File: config.mk
export PLATFORM = sky130hd
export DESIGN_NAME = wpn_norm
export DESIGN_NICKNAME = d
export VERILOG_FILES = /design/src/rtl/wpn_pkg.sv /design/src/rtl/wpn_sync.sv /design/src/rtl/wpn_regs.sv /design/src/rtl/wpn_pin.sv /design/src/rtl/wpn_norm.sv
export SDC_FILE = /design/constraint.sdc
export NUM_CORES = 1
export LEC_CHECK = 0
export BUFFER_PORTS_ARGS = -buffer_cell sky130_fd_sc_hd__buf_2
export CORE_MARGIN = 2
export CORE_UTILIZATION = 33
export CTS_CLUSTER_SIZE = 30
export DETAILED_ROUTE_END_ITERATION = 10
export GPL_TIMING_DRIVEN = 0
export PLACE_DENSITY_LB_ADDON = 0.08
export SLEW_MARGIN = 20
export SYNTH_ARGS = -nofsm -noshare
export SYNTH_HDL_FRONTEND = slang
export SYNTH_SLANG_ARGS = --single-unit
File: constraint.sdc
create_clock -name clk -period 3.2 [get_ports clk]
set_input_delay 0.16 -clock clk [delete_from_list [all_inputs] [get_ports clk]]
set_output_delay 0.16 -clock clk [all_outputs]
set_load 0.03 [all_outputs]
File: src/rtl/wpn_pkg.sv
package wpn_pkg;
    localparam int CFG_W     = 32;
    localparam int CFG_BASE  = 32'h110;
    localparam int VER_ADDR  = 32'h1000;
    localparam logic [CFG_W-1:0] VER_VAL = 32'h0003_0200;
    localparam logic [CFG_W-1:0] CFG_RST = 32'h0000_0004;
    localparam int EN_BIT    = 3;

    localparam logic [2:0] TRG_LVL_LO = 3'b000;
    localparam logic [2:0] TRG_FALL   = 3'b010;
    localparam logic [2:0] TRG_LVL_HI = 3'b100;
    localparam logic [2:0] TRG_RISE   = 3'b110;
    localparam logic [2:0] TRG_DUAL   = 3'b111;

    typedef enum logic [1:0] {
        PS_OFF    = 2'd0,
        PS_LIVE   = 2'd1,
        PS_SETTLE = 2'd2
    } pin_state_e;
endpackage

File: src/rtl/wpn_sync.sv
module wpn_sync #(
    parameter int W = 8
) (
    input  logic         clk,
    input  logic         rst_n,
    input  logic [W-1:0] d_async,
    output logic [W-1:0] d_sync
);
    logic [W-1:0] stage1;

    always_ff @(posedge clk or negedge rst_n) begin
        if (!rst_n) begin
            stage1 <= '0;
            d_sync <= '0;
        end else begin
            stage1 <= d_async;
            d_sync <= stage1;
        end
    end
endmodule

File: src/rtl/wpn_regs.sv
module wpn_regs
    import wpn_pkg::*;
#(
    parameter int NPINS  = 8,
    parameter int ADDR_W = 16
) (
    input  logic                         clk,
    input  logic                         rst_n,
    input  logic                         bus_wr,
    input  logic                         bus_rd,
    input  logic                         bus_type_only,
    input  logic [ADDR_W-1:0]            bus_addr,
    input  logic [CFG_W-1:0]             bus_wdata,
    output logic [CFG_W-1:0]             bus_rdata,
    output logic [NPINS-1:0][CFG_W-1:0]  cfg_q,
    output logic [NPINS-1:0]             pin_wr,
    output logic [NPINS-1:0]             en_nx,
    output logic [NPINS-1:0]             type_chg
);
    localparam int IDX_W   = (NPINS > 1) ? $clog2(NPINS) : 1;
    localparam int CFG_END = CFG_BASE + 4 * NPINS;

    logic [ADDR_W-1:0] offs;
    logic              cfg_hit;
    logic [IDX_W-1:0]  idx;
    logic [NPINS-1:0][CFG_W-1:0] new_word;

    assign offs    = bus_addr - ADDR_W'(CFG_BASE);
    assign cfg_hit = (bus_addr >= ADDR_W'(CFG_BASE)) &&
                     (bus_addr <  ADDR_W'(CFG_END))  &&
                     (bus_addr[1:0] == 2'b00);
    assign idx     = offs[IDX_W+1:2];

    for (genvar i = 0; i < NPINS; i++) begin : g_word
        assign new_word[i] = bus_type_only ? {cfg_q[i][CFG_W-1:3], bus_wdata[2:0]}
                                           : bus_wdata;
        assign pin_wr[i]   = bus_wr && cfg_hit && (idx == IDX_W'(i));
        assign en_nx[i]    = new_word[i][EN_BIT];
        assign type_chg[i] = new_word[i][2:0] != cfg_q[i][2:0];
    end

    always_ff @(posedge clk or negedge rst_n) begin
        if (!rst_n) begin
            for (int i = 0; i < NPINS; i++) cfg_q[i] <= CFG_RST;
        end else begin
            for (int i = 0; i < NPINS; i++)
                if (pin_wr[i]) cfg_q[i] <= new_word[i];
        end
    end

    always_ff @(posedge clk or negedge rst_n) begin
        if (!rst_n) begin
            bus_rdata <= '0;
        end else if (bus_rd) begin
            if (bus_addr == ADDR_W'(VER_ADDR)) bus_rdata <= VER_VAL;
            else if (cfg_hit)                  bus_rdata <= cfg_q[idx];
            else                               bus_rdata <= '0;
        end
    end
endmodule

File: src/rtl/wpn_pin.sv
module wpn_pin
    import wpn_pkg::*;
(
    input  logic       clk,
    input  logic       rst_n,
    input  logic       sin,
    input  logic [2:0] trig,
    input  logic       cfg_wr,
    input  logic       cfg_en_nx,
    input  logic       cfg_tchg,
    output logic       irq,
    output logic       mark
);
    pin_state_e st, st_nx;
    logic       prev;
    logic       rise, fall, lvl_hit, edge_hit;

    always_ff @(posedge clk or negedge rst_n) begin
        if (!rst_n) st <= PS_OFF;
        else        st <= st_nx;
    end

    always_comb begin
        st_nx = st;
        unique case (st)
            PS_OFF: begin
                if (cfg_wr && cfg_en_nx) st_nx = cfg_tchg ? PS_SETTLE : PS_LIVE;
            end
            PS_LIVE, PS_SETTLE: begin
                if (cfg_wr && !cfg_en_nx)     st_nx = PS_OFF;
                else if (cfg_wr && cfg_tchg)  st_nx = PS_SETTLE;
                else                          st_nx = PS_LIVE;
            end
            default: st_nx = PS_OFF;
        endcase
    end

    assign rise = sin && !prev;
    assign fall = !sin && prev;

    always_comb begin
        lvl_hit  = 1'b0;
        edge_hit = 1'b0;
        case (trig)
            TRG_LVL_LO: lvl_hit  = !sin;
            TRG_LVL_HI: lvl_hit  = sin;
            TRG_RISE:   edge_hit = rise;
            TRG_FALL:   edge_hit = fall;
            TRG_DUAL:   edge_hit = rise || fall;
            default:    ;
        endcase
    end

    always_ff @(posedge clk or negedge rst_n) begin
        if (!rst_n) begin
            prev <= 1'b0;
            irq  <= 1'b0;
        end else begin
            prev <= sin;
            irq  <= (st != PS_OFF) && (lvl_hit || (edge_hit && st == PS_LIVE));
        end
    end

    assign mark = (st == PS_SETTLE);
endmodule

File: src/rtl/wpn_norm.sv
module wpn_norm
    import wpn_pkg::*;
#(
    parameter int NPINS  = 8,
    parameter int ADDR_W = 16
) (
    input  logic              clk,
    input  logic              rst_n,
    input  logic [NPINS-1:0]  pin_in,
    input  logic              bus_wr,
    input  logic              bus_rd,
    input  logic              bus_type_only,
    input  logic [ADDR_W-1:0] bus_addr,
    input  logic [31:0]       bus_wdata,
    output logic [31:0]       bus_rdata,
    output logic [NPINS-1:0]  irq_out,
    output logic [NPINS-1:0]  stale_mark
);
    logic [NPINS-1:0]            pin_s;
    logic [NPINS-1:0][CFG_W-1:0] cfg_q;
    logic [NPINS-1:0]            pin_wr, en_nx, type_chg;

    wpn_sync #(.W(NPINS)) u_sync (
        .clk     (clk),
        .rst_n   (rst_n),
        .d_async (pin_in),
        .d_sync  (pin_s)
    );

    wpn_regs #(.NPINS(NPINS), .ADDR_W(ADDR_W)) u_regs (
        .clk           (clk),
        .rst_n         (rst_n),
        .bus_wr        (bus_wr),
        .bus_rd        (bus_rd),
        .bus_type_only (bus_type_only),
        .bus_addr      (bus_addr),
        .bus_wdata     (bus_wdata),
        .bus_rdata     (bus_rdata),
        .cfg_q         (cfg_q),
        .pin_wr        (pin_wr),
        .en_nx         (en_nx),
        .type_chg      (type_chg)
    );

    for (genvar i = 0; i < NPINS; i++) begin : g_pin
        wpn_pin u_pin (
            .clk       (clk),
            .rst_n     (rst_n),
            .sin       (pin_s[i]),
            .trig      (cfg_q[i][2:0]),
            .cfg_wr    (pin_wr[i]),
            .cfg_en_nx (en_nx[i]),
            .cfg_tchg  (type_chg[i]),
            .irq       (irq_out[i]),
            .mark      (stale_mark[i])
        );
    end
endmodule

After elaboration in Yosys (flattened, before gate mapping). Index checks and enable logic that the tools add are counted.

Output and inout bits: 48. Memory bits (writable): 0. Word-level logic and storage cells: 337. Bits in read-only memories: 0. Bits in latches: 0. Register bits: 336. Input port bits: 61. Memories: 0.

Shift-type cells: 0. Multipliers: 0. Muxes and demuxes: 68. Equal/unequal tests: 72. Bitwise gates (word level): 1. Reduce and logical (&&, ||, !) cells: 149. Add/subtract/negate cells: 1. Divide/modulo/power cells: 0. Magnitude comparators: 3.

Operators by type and width (count): $bmux 32 s3 (1); $mux 32 (3); $eq 3x3->1 const B (28); $logic_and 1x1->1 (67); $mux 2 (32); $mux 4 (8); $pmux 2 s2 (8); $eq 3x2->1 const B (10); $logic_not 3->1 (9); $logic_not 1->1 (24); $ne 3x3->1 (8); $pmux 1 s3 (8); $logic_not 2->1 (9); $eq 16x13->1 const B (1); $eq 2x1->1 const B (8); $eq 2x2->1 const B (8); $ge 16x9->1 const B (1); $logic_or 1x1->1 (16); $lt 16x9->1 const B (1); $ne 2x1->1 const B (8); $pmux 1 s2 (8); $reduce_and 2->1 (8); $reduce_bool 2->1 (8); $reduce_or 2->1 (8); other kinds (4) (4).

Longest topological paths before layout. Gate-level depths: netlist of the first run.

Word-level depth: 9. Mapped depth: 8. Depth with buffers taken out: 7.

Hierarchy. Synthesis of the first run repeated with hierarchy kept, for this count alone.

Cell total of the unflattened synthesis: 1146. Area total of the unflattened synthesis: 16047.9 um^2.

Modules (own cells, without submodules): wpn_regs (area each 13205.2 um^2, times used 1, seq. area each 7216.9 um^2, cells each 874); wpn_pin (area each 305.3 um^2, times used 8, seq. area each 100.1 um^2, cells each 32); wpn_sync (area each 400.4 um^2, times used 1, seq. area each 400.4 um^2, cells each 16).

Least setup slack after synthesis of the first run. No wires, ideal clock.

Path kind: in2reg. From: in bus_addr[10]. To: reg u_regs.cfg_q[13] (netlist name). Setup slack: 619 ps. Library setup time: 125 ps. Buffers on the path: 3. Required time: 3075 ps. Arrival: 2456 ps. Cell stages on the path: 7. Cells stage by stage: or4_1 -> buf_2 -> or4_1 -> buf_2 -> nor4_4 -> buf_6 -> mux2_2.

Cells in the longest elaborated chain, start to end: 6. Elaborated cells on any way between the ends: 7. Classes of those cells: order compare (2); reduce/logical (5).

Ends and longest elaborated chain: from (decl) (RTL line wpn_norm.sv:13) `input logic [ADDR_W-1:0] bus_addr,`; $ge 16x9->1 / $lt 16x9->1 (equally long branches) (RTL line wpn_regs.sv:29, wpn_regs.sv:30); $logic_and 1x1->1 * (RTL line wpn_regs.sv:29) `assign cfg_hit = (bus_addr >= ADDR_W'(CFG_BASE)) &&`; $logic_and 1x1->1 * (RTL line wpn_regs.sv:30) `(bus_addr < ADDR_W'(CFG_END)) &&`; $logic_and 1x1->1 * (2 in series) (RTL line wpn_regs.sv:37) `assign pin_wr[i] = bus_wr && cfg_hit && (idx == IDX_W'(i));`; $reduce_and 2->1 (no source line) *; to (signal, indexed assignment) (RTL line wpn_regs.sv:47) `if (pin_wr[i]) cfg_q[i] <= new_word[i];`; to (decl) (RTL line wpn_regs.sv:15) `output logic [NPINS-1:0][CFG_W-1:0] cfg_q,`.

Mark *: on every way between the ends. The rest lies on a longest branch, timed or not. A chain may end at the register's enable or synchronous reset.

Final worst setup path of the first run.
From: in bus_addr[3]. To: reg u_regs.bus_rdata[21].

Cells in the longest elaborated chain, start to end: 5. Elaborated cells on any way between the ends: 10. Classes of those cells: add/sub (1); order compare (2); eq/ne (1); mux (4); reduce/logical (2).

Ends and longest elaborated chain: $sub 5x5->5, or another cell as far along (RTL line wpn_regs.sv:28) `assign offs = bus_addr - ADDR_W'(CFG_BASE);`; $bmux 32 s3 / $logic_and 1x1->1 (equally long branches) (RTL line wpn_regs.sv:56, wpn_regs.sv:29); $mux 32 (implied by the code) / $logic_and 1x1->1 (equally long branches) (RTL line wpn_regs.sv:56, wpn_regs.sv:30); $mux 32 (RTL line wpn_regs.sv:56) `else if (cfg_hit) bus_rdata <= cfg_q[idx];`; $mux 32 * (RTL line wpn_regs.sv:55) `if (bus_addr == ADDR_W'(VER_ADDR)) bus_rdata <= VER_VAL;`; to (signal assigned) (RTL line wpn_regs.sv:56); to (decl) (RTL line wpn_regs.sv:14) `output logic [CFG_W-1:0] bus_rdata,`.

Mark *: on every way between the ends. The rest lies on a longest branch, timed or not. The select of a mux whose other input is x is not followed.

==> results of run 1 <==
sequential cells by signal (all words and copies together) (netlist names):
register          count
g_pin.u_pin.irq       8
g_pin.u_pin.prev      8
u_sync.stage1         8
u_regs.cfg_q        256
g_pin.u_pin.st       16
u_sync.d_sync         8
u_regs.bus_rdata     32
worst max-delay path by stage:
| stage | startpoint | endpoint | slack [ns] |
|---|---|---|---|
| after floorplan | bus_addr[10] | u_regs.cfg_q[13] | 0.62 |
| after global placement | rst_n | u_regs.cfg_q[111] | -5.14 |
| after detailed placement | bus_addr[3] | u_regs.bus_rdata[22] | -0.49 |
| after CTS | bus_addr[3] | u_regs.bus_rdata[30] | 0.1 |
| after global routing | bus_addr[3] | u_regs.bus_rdata[21] | 0.003 |
| final | bus_addr[3] | u_regs.bus_rdata[21] | 0.19 |
stage by stage:
| stage | cell area (um^2) | total power [W] | utilization [%] |
|---|---|---|---|
| after global placement | 17300 | 0.00504 | 36.2 |
| final | 19100 | 0.00941 | 39.9 |
| after detailed placement | 17400 | 0.00506 | 36.4 |
| after global routing | 19100 | 0.00981 | 39.9 |
| after CTS | 19100 | 0.00957 | 39.8 |
| after floorplan | 16000 | 0.00475 | - |
worst register-to-register path, cell delays in order, from the launching register on:
cell and delay [ns]:
dfstp_2 0.60, or3b_2 0.46, o2111ai_1 0.12, o32ai_1 0.10, a21oi_1 0.15, nor2_1 0.07
cells in the final DEF (no fill, tap or decap), types with 8 or more instances in the layout:
cell type / netlist / layout
o22ai_1: 30 / 30
ha_1: 48 / 48
buf_2: 9 / 110
clkbuf_16: 0 / 42
xnor2_1: 9 / 9
a21oi_1: 21 / 21
nor3_1: 9 / 9
mux2_2: 246 / 246
nor2_1: 33 / 33
inv_1: 64 / 64
dfstp_2: 8 / 8
nand2_1: 55 / 55
dlygate4sd3_1: 0 / 38
dfrtp_1: 328 / 328
clkbuf_1: 33 / 51
xor2_1: 22 / 22
mux4_2: 64 / 64
mux2i_1: 36 / 36
buf_4: 23 / 23
per-layer routing:
metal | wire (um) | vias up
met3 | 1740 | 56
li1 | - | 4561
met4 | 975 | 0
met2 | 19400 | 163
met5 | 0 | -
met1 | 19600 | 5070
cell type report:
class                      instances  area (um^2)  area share, %
sequential                       336         8420           44.1
multi-input combinational        683         6990           36.7
clock buffer                      66         1190           6.24
timing repair buffer             142         1000           5.25
tap                              615          769           4.03
buffer                            76          409           2.14
inverter                          64          240           1.26
clock inverter                     5         51.3          0.269
antenna                            2         5.00         0.0262
report_power, final:
| group | internal, W | total (W) | switching, W |
|---|---|---|---|
| combinational | 0.000249 | 0.000670 | 0.000421 |
| clock | 0.00255 | 0.00440 | 0.00185 |
| sequential | 0.00430 | 0.00434 | 0.0000397 |
kinds of logic (layout without fill, tap and decap cells):
logic type / after synthesis / after routing / share of synthesized area [%]
mux: 352 / 352 / 28.9
flops: 336 / 336 / 52.5
simple gates: 148 / 148 / 4.74
buf+inv: 140 / 353 / 3.98
compound gates: 104 / 104 / 4.42
fa+ha+maj: 48 / 48 / 3.74
xor+xnor: 31 / 31 / 1.69
other cells: 0 / 2 / 0
timing repair:
item,in CTS,in global routing
hold endpoints to repair,348,0
resized for setup,0,2
setup endpoints to repair,0,10
hold buffers,38,0
setup buffers,0,0
==> results.tsv, run 1 <==
stage	metric	value	unit
floorplan	core_area	47800	um^2
status	status	completed	
grt	grtUsageMet3	2.81	%
power_and_ir_drop	p_leak	9.26	nW
clock_tree	cts-root-buf	clkbuf_16	
clock_tree	numCtsBuffers	41	
setup_path	reg2reg_to	g_pin[5].u_pin.irq	
setup_path	path_buf_inv	4	
timing	rsz0062_at_grt	false	
detailed_routing	drt_iter0_drc	380	
timing	finalCritPeriodShare	94.0	%
setup_path	r2r_slack	1.57	ns
timing	fmax	0.333	GHz
detailed_routing	viasPerCell	4.95	
synth	synth_edf_count	0	
setup_path	path_depth	7	
timing	post-route-min-period	3.01	ns
setup_path	path_common_cell	clkbuf_1	
setup_path	r2r-start	u_regs.cfg_q[162]	
placement	dp_hpwl	27.4	mm
setup_path	cpPeakStageDelay	0.88	ns
clock_tree	clock_path_buffers	3	
clock_tree	insertion_delay	0.58	ns
final_layout	nFillCells	4580	
setup_path	rr_worst_depth	5	
setup_path	critical_path_class	input port to flip-flop	
floorplan	die_h	224	um
synth	syn_nets	1268	
timing	setup_tns	0	ns
synth	async_flop_share	100	%
timing	setup_viol	0	
final_layout	nets	1453	
setup_path	arrival	3.40	ns
final_layout	fin_cells	1989	
grt	antenna_found_initial	1	
final_layout	area_growth	19.0	%
floorplan	die-area	50400	um^2
timing	fin_hold_ws	0.116	ns
detailed_routing	drtPass1Iterations	7	
job	cap_violations	0	
synth	synth_seq_area_share	52.5	%
synth	ys_warn_count	0	
synth	ys_top_cells_by_area	dfrtp_1, mux2_2, mux4_2	
placement	placedCellCount	1878	
clock_tree	cts_tree	built	
synth	ys_ff_latch	336	
setup_path	required	3.59	ns
setup_path	critPathMaxFanout	10	
timing	worst_pin_slew	1.17	ns
placement	globalplace.congestion	0.772	
detailed_routing	drc	0	
detailed_routing	routed_wl	41.7	mm
floorplan	rows	80	
synth	syn-cell-area	16000	um^2
grt	grt_max_degree	84	
synth	avgSynthCellArea	13.8	um^2
placement	io_buffers	100	
setup_path	startpoint_type	input port	
synth	synthDistinctLibCells	56	
power_and_ir_drop	pwr_density_cell	493	nW/um^2
final_layout	final_layout_size_suffix_gt1_share	38.1	%
synth	yosysTopAreaCell	dfrtp_1	
synth	ys.flop_type	dfrtp_1	
floorplan	die_w	224	um
timing	setup_ws	0.193	ns
grt	grt_pass1_wl	64.7	mm
setup_path	critPathSlowestCell	clkbuf_1	
clock_tree	clk_pin_slew	0.05	ns
placement	dp_slack	-0.494	ns
power_and_ir_drop	ir_worst_vdd	0.000335	V
clock_tree	clock_sinks	336	
synth	yosysMostFrequentCell	dfrtp_1	
detailed_routing	wl_per_cell	21.0	um
detailed_routing	via_count	9850	
timing	clock_skew	0.0254	ns
setup_path	endpoint_kind	flip-flop	
clock_tree	htree_levels	2	
synth	syn_inst	1159	
grt	first_global_vias	10500	
timing	hold_viol	0	
timing	max-slew-margin-rel	21.9	%
grt	grt.busiest_layer	met2	
grt	grt_use_met1	23.7	%
synth	synth_top_area_share	51.2	%
floorplan	io_pins	109	
timing	maxSlewViolCount	0	
grt	grt_use_met2	27.3	%
grt	overflow	0	
synth	synth_common_cells	dfrtp_1, mux2_2, inv_1, mux4_2, nand2_1	
detailed_routing	ant_nets	0	
setup_path	worstPathCellList	clkbuf_1 -> buf_1 -> clkbuf_1 -> clkbuf_1 -> mux4_2 -> mux2i_1 -> o22ai_1	
setup_path	cp_top_family	buffers and inverters	
grt	grt_usage	17.1	%
floorplan	start_util	33.5	%
min_path	hold_class	input port to asynchronous set/reset pin	
Power figures use the tool's default switching activity.
==> run 2: changes to the inputs <==
--- a/config.mk
+++ b/config.mk
@@ -7,7 +7,7 @@
 export LEC_CHECK = 0
 export BUFFER_PORTS_ARGS = -buffer_cell sky130_fd_sc_hd__buf_2
 export CORE_MARGIN = 2
-export CORE_UTILIZATION = 33
+export CORE_UTILIZATION = 45
 export CTS_CLUSTER_SIZE = 30
 export DETAILED_ROUTE_END_ITERATION = 10
 export GPL_TIMING_DRIVEN = 0
==> results.tsv, run 2 (same netlist as run 1, synthesis figures left out) <==
stage	metric	value	unit	change
status	status	completed		
timing	hold_viol	0		unchanged
timing	fin_hold_ws	0.141	ns	+0.0244 ns
power_and_ir_drop	ir_worst_vdd	0.000577	V	+73%
timing	setup_viol	0		unchanged
clock_tree	cts_tree	built		
grt	overflow	0		unchanged
final_layout	nets	1449		-0.28%
timing	maxSlewViolCount	0		unchanged
grt	antenna_found_initial	0		-1
clock_tree	clock_path_buffers	3		unchanged
clock_tree	insertion_delay	0.52	ns	-0.06 ns
final_layout	final_layout_size_suffix_gt1_share	38.0	%	-0.13 points
floorplan	die-area	37200	um^2	-26%
floorplan	start_util	45.4	%	+12 points
detailed_routing	drt_iter0_drc	470		+24%
clock_tree	cts-root-buf	clkbuf_16		
detailed_routing	wl_per_cell	20.7	um	-1.1%
grt	grt_usage	21.2	%	+4.1 points
detailed_routing	ant_nets	0		unchanged
timing	clock_skew	0.0123	ns	-0.0131 ns
final_layout	layout_commonest_cell	dfrtp_1		
clock_tree	clk_pin_slew	0.06	ns	about the same
final_layout	area_growth	17.4	%	
grt	grt_max_degree	93		+11%
final_layout	largest_reg_flops	256		unchanged
detailed_routing	via_count	9885		+0.36%
clock_tree	post-cts-setup-buffer-count	0		unchanged
floorplan	io_pins	109		unchanged
detailed_routing	viasPerCell	5.41		+9.3%
setup_path	critical_path_class	input port to flip-flop		
final_layout	reg_top3	u_regs.cfg_q x256, u_regs.bus_rdata x32, g_pin.u_pin.st x16		
floorplan	core_area	35300	um^2	-26%
setup_path	startpoint_type	input port		
final_layout	final_cell_mix	dfrtp_1, mux2_2, buf_2		
placement	dp_hpwl	25.2	mm	-8.1%
detailed_routing	drtPass1Iterations	4		-3
grt	grt_pass1_wl	59.6	mm	-7.8%
setup_path	arrival	3.39	ns	about the same
clock_tree	numCtsBuffers	38		-7.3%
power_and_ir_drop	pwr_density_cell	495	nW/um^2	+0.31%
min_path	hold_class	input port to flip-flop		
setup_path	required	3.56	ns	-0.03 ns
floorplan	die_w	193	um	-14%
power_and_ir_drop	p_leak	9.24	nW	-0.28%
timing	fmax	0.330	GHz	-0.72%
clock_tree	htree_levels	2		unchanged
floorplan	rows	69		-14%
grt	first_global_vias	10100		-3.1%
setup_path	r2r_slack	1.54	ns	-0.03 ns
detailed_routing	drc	0		unchanged
placement	io_buffers	100		unchanged
placement	globalplace.congestion	0.798		+3.4%
timing	worst_pin_slew	1.07	ns	-0.0965 ns
timing	post-route-min-period	3.03	ns	+0.0217 ns
timing	rsz0062_at_grt	false		
floorplan	die_h	193	um	-14%
final_layout	antennaDiodeCount	0		-2
setup_path	endpoint_kind	flip-flop		
job	cap_violations	0		unchanged
clock_tree	clock_sinks	336		unchanged
final_layout	regMostFlops	u_regs.cfg_q		
final_layout	fin_util	53.3	%	+13 points
timing	setup_tns	0	ns	unchanged
timing	max-slew-margin-rel	28.4	%	+6.4 points
setup_path	critPathMaxFanout	10		unchanged
timing	finalCritPeriodShare	94.7	%	+0.68 points
detailed_routing	routed_wl	37.9	mm	-9.1%
-- run 2: changes by cell type in the layout (fill, tap and decap cells not counted), moves of 2 or more --
cell and change:
clkbuf_1 -4, clkbuf_16 -3, diode_2 -2, bufinv_16 +3
buf_1 +2, buf_2 -2
-- run 2: worst paths after layout --
kind | depth (start not counted) | start | to
worst max-delay path | 7 | bus_addr[3] | u_regs.bus_rdata[21]
worst min register to register | 0 | u_sync.stage1[6] | u_sync.d_sync[6]
worst max register to register | 5 | u_regs.cfg_q[162] | g_pin[5].u_pin.irq
min in group asynchronous | 2 | rst_n | u_sync.stage1[4]
worst min-delay path | 2 | bus_rd | u_regs.bus_rdata[9]
max in group asynchronous | 3 | rst_n | u_regs.cfg_q[2]
-- run 2: routing by layer --
layer  global-route usage [%]  part of all wire (%)  wire length (um)  vias to the layer above
li1                         -                     -                 -                     4552
met3                     2.96                   4.1              1550                       48
met5                        0                     0                 0                        -
met1                     29.4                    46             17300                     5111
met2                     35.3                    48             18300                      174
met4                     4.93                   1.9               709                        0
-- run 2: through the flow --
stage / area, um^2 / worst slack [ns] / instances / power (W)
after detailed placement: 17200 / -0.286 / 1723 / 0.00504
after global placement: 17100 / -4.83 / 1720 / 0.00502
after global routing: 18800 / 0.0597 / 1827 / 0.00970
final: 18800 / 0.171 / 1827 / 0.00931
after floorplan: 16000 / 0.619 / 1159 / 0.00475
after CTS: 18800 / 0.283 / 1827 / 0.00945
-- run 2: timing repair --
action                    CTS  global route
hold endpoints to repair  323             0
gates resized for setup     0             0
hold buffers               38             0
-- run 2: power breakdown --
part / total, W / internal [W] / switching, W
Combinational: 0.000648 / 0.000244 / 0.000404
Clock: 0.00433 / 0.00261 / 0.00172
Sequential: 0.00434 / 0.00430 / 0.0000393
-- run 2: cell type report --
cell class                      instances  area (um^2)
Tap cell                              461          577
Timing Repair Buffer                  141          973
Clock inverter                          7          133
Sequential cell                       336         8420
Multi-Input combinational cell        683         6990
Clock buffer                           59         1100
Buffer                                 76          402
Fill cell                            3041        16500
Inverter                               64          240
-- run 2: worst max-delay path: stages --
cell,delay (ns)
clkbuf_1,0.31
buf_1,0.70
clkbuf_1,0.61
clkbuf_1,0.83
mux4_2,0.42
mux2i_1,0.23
o22ai_1,0.11
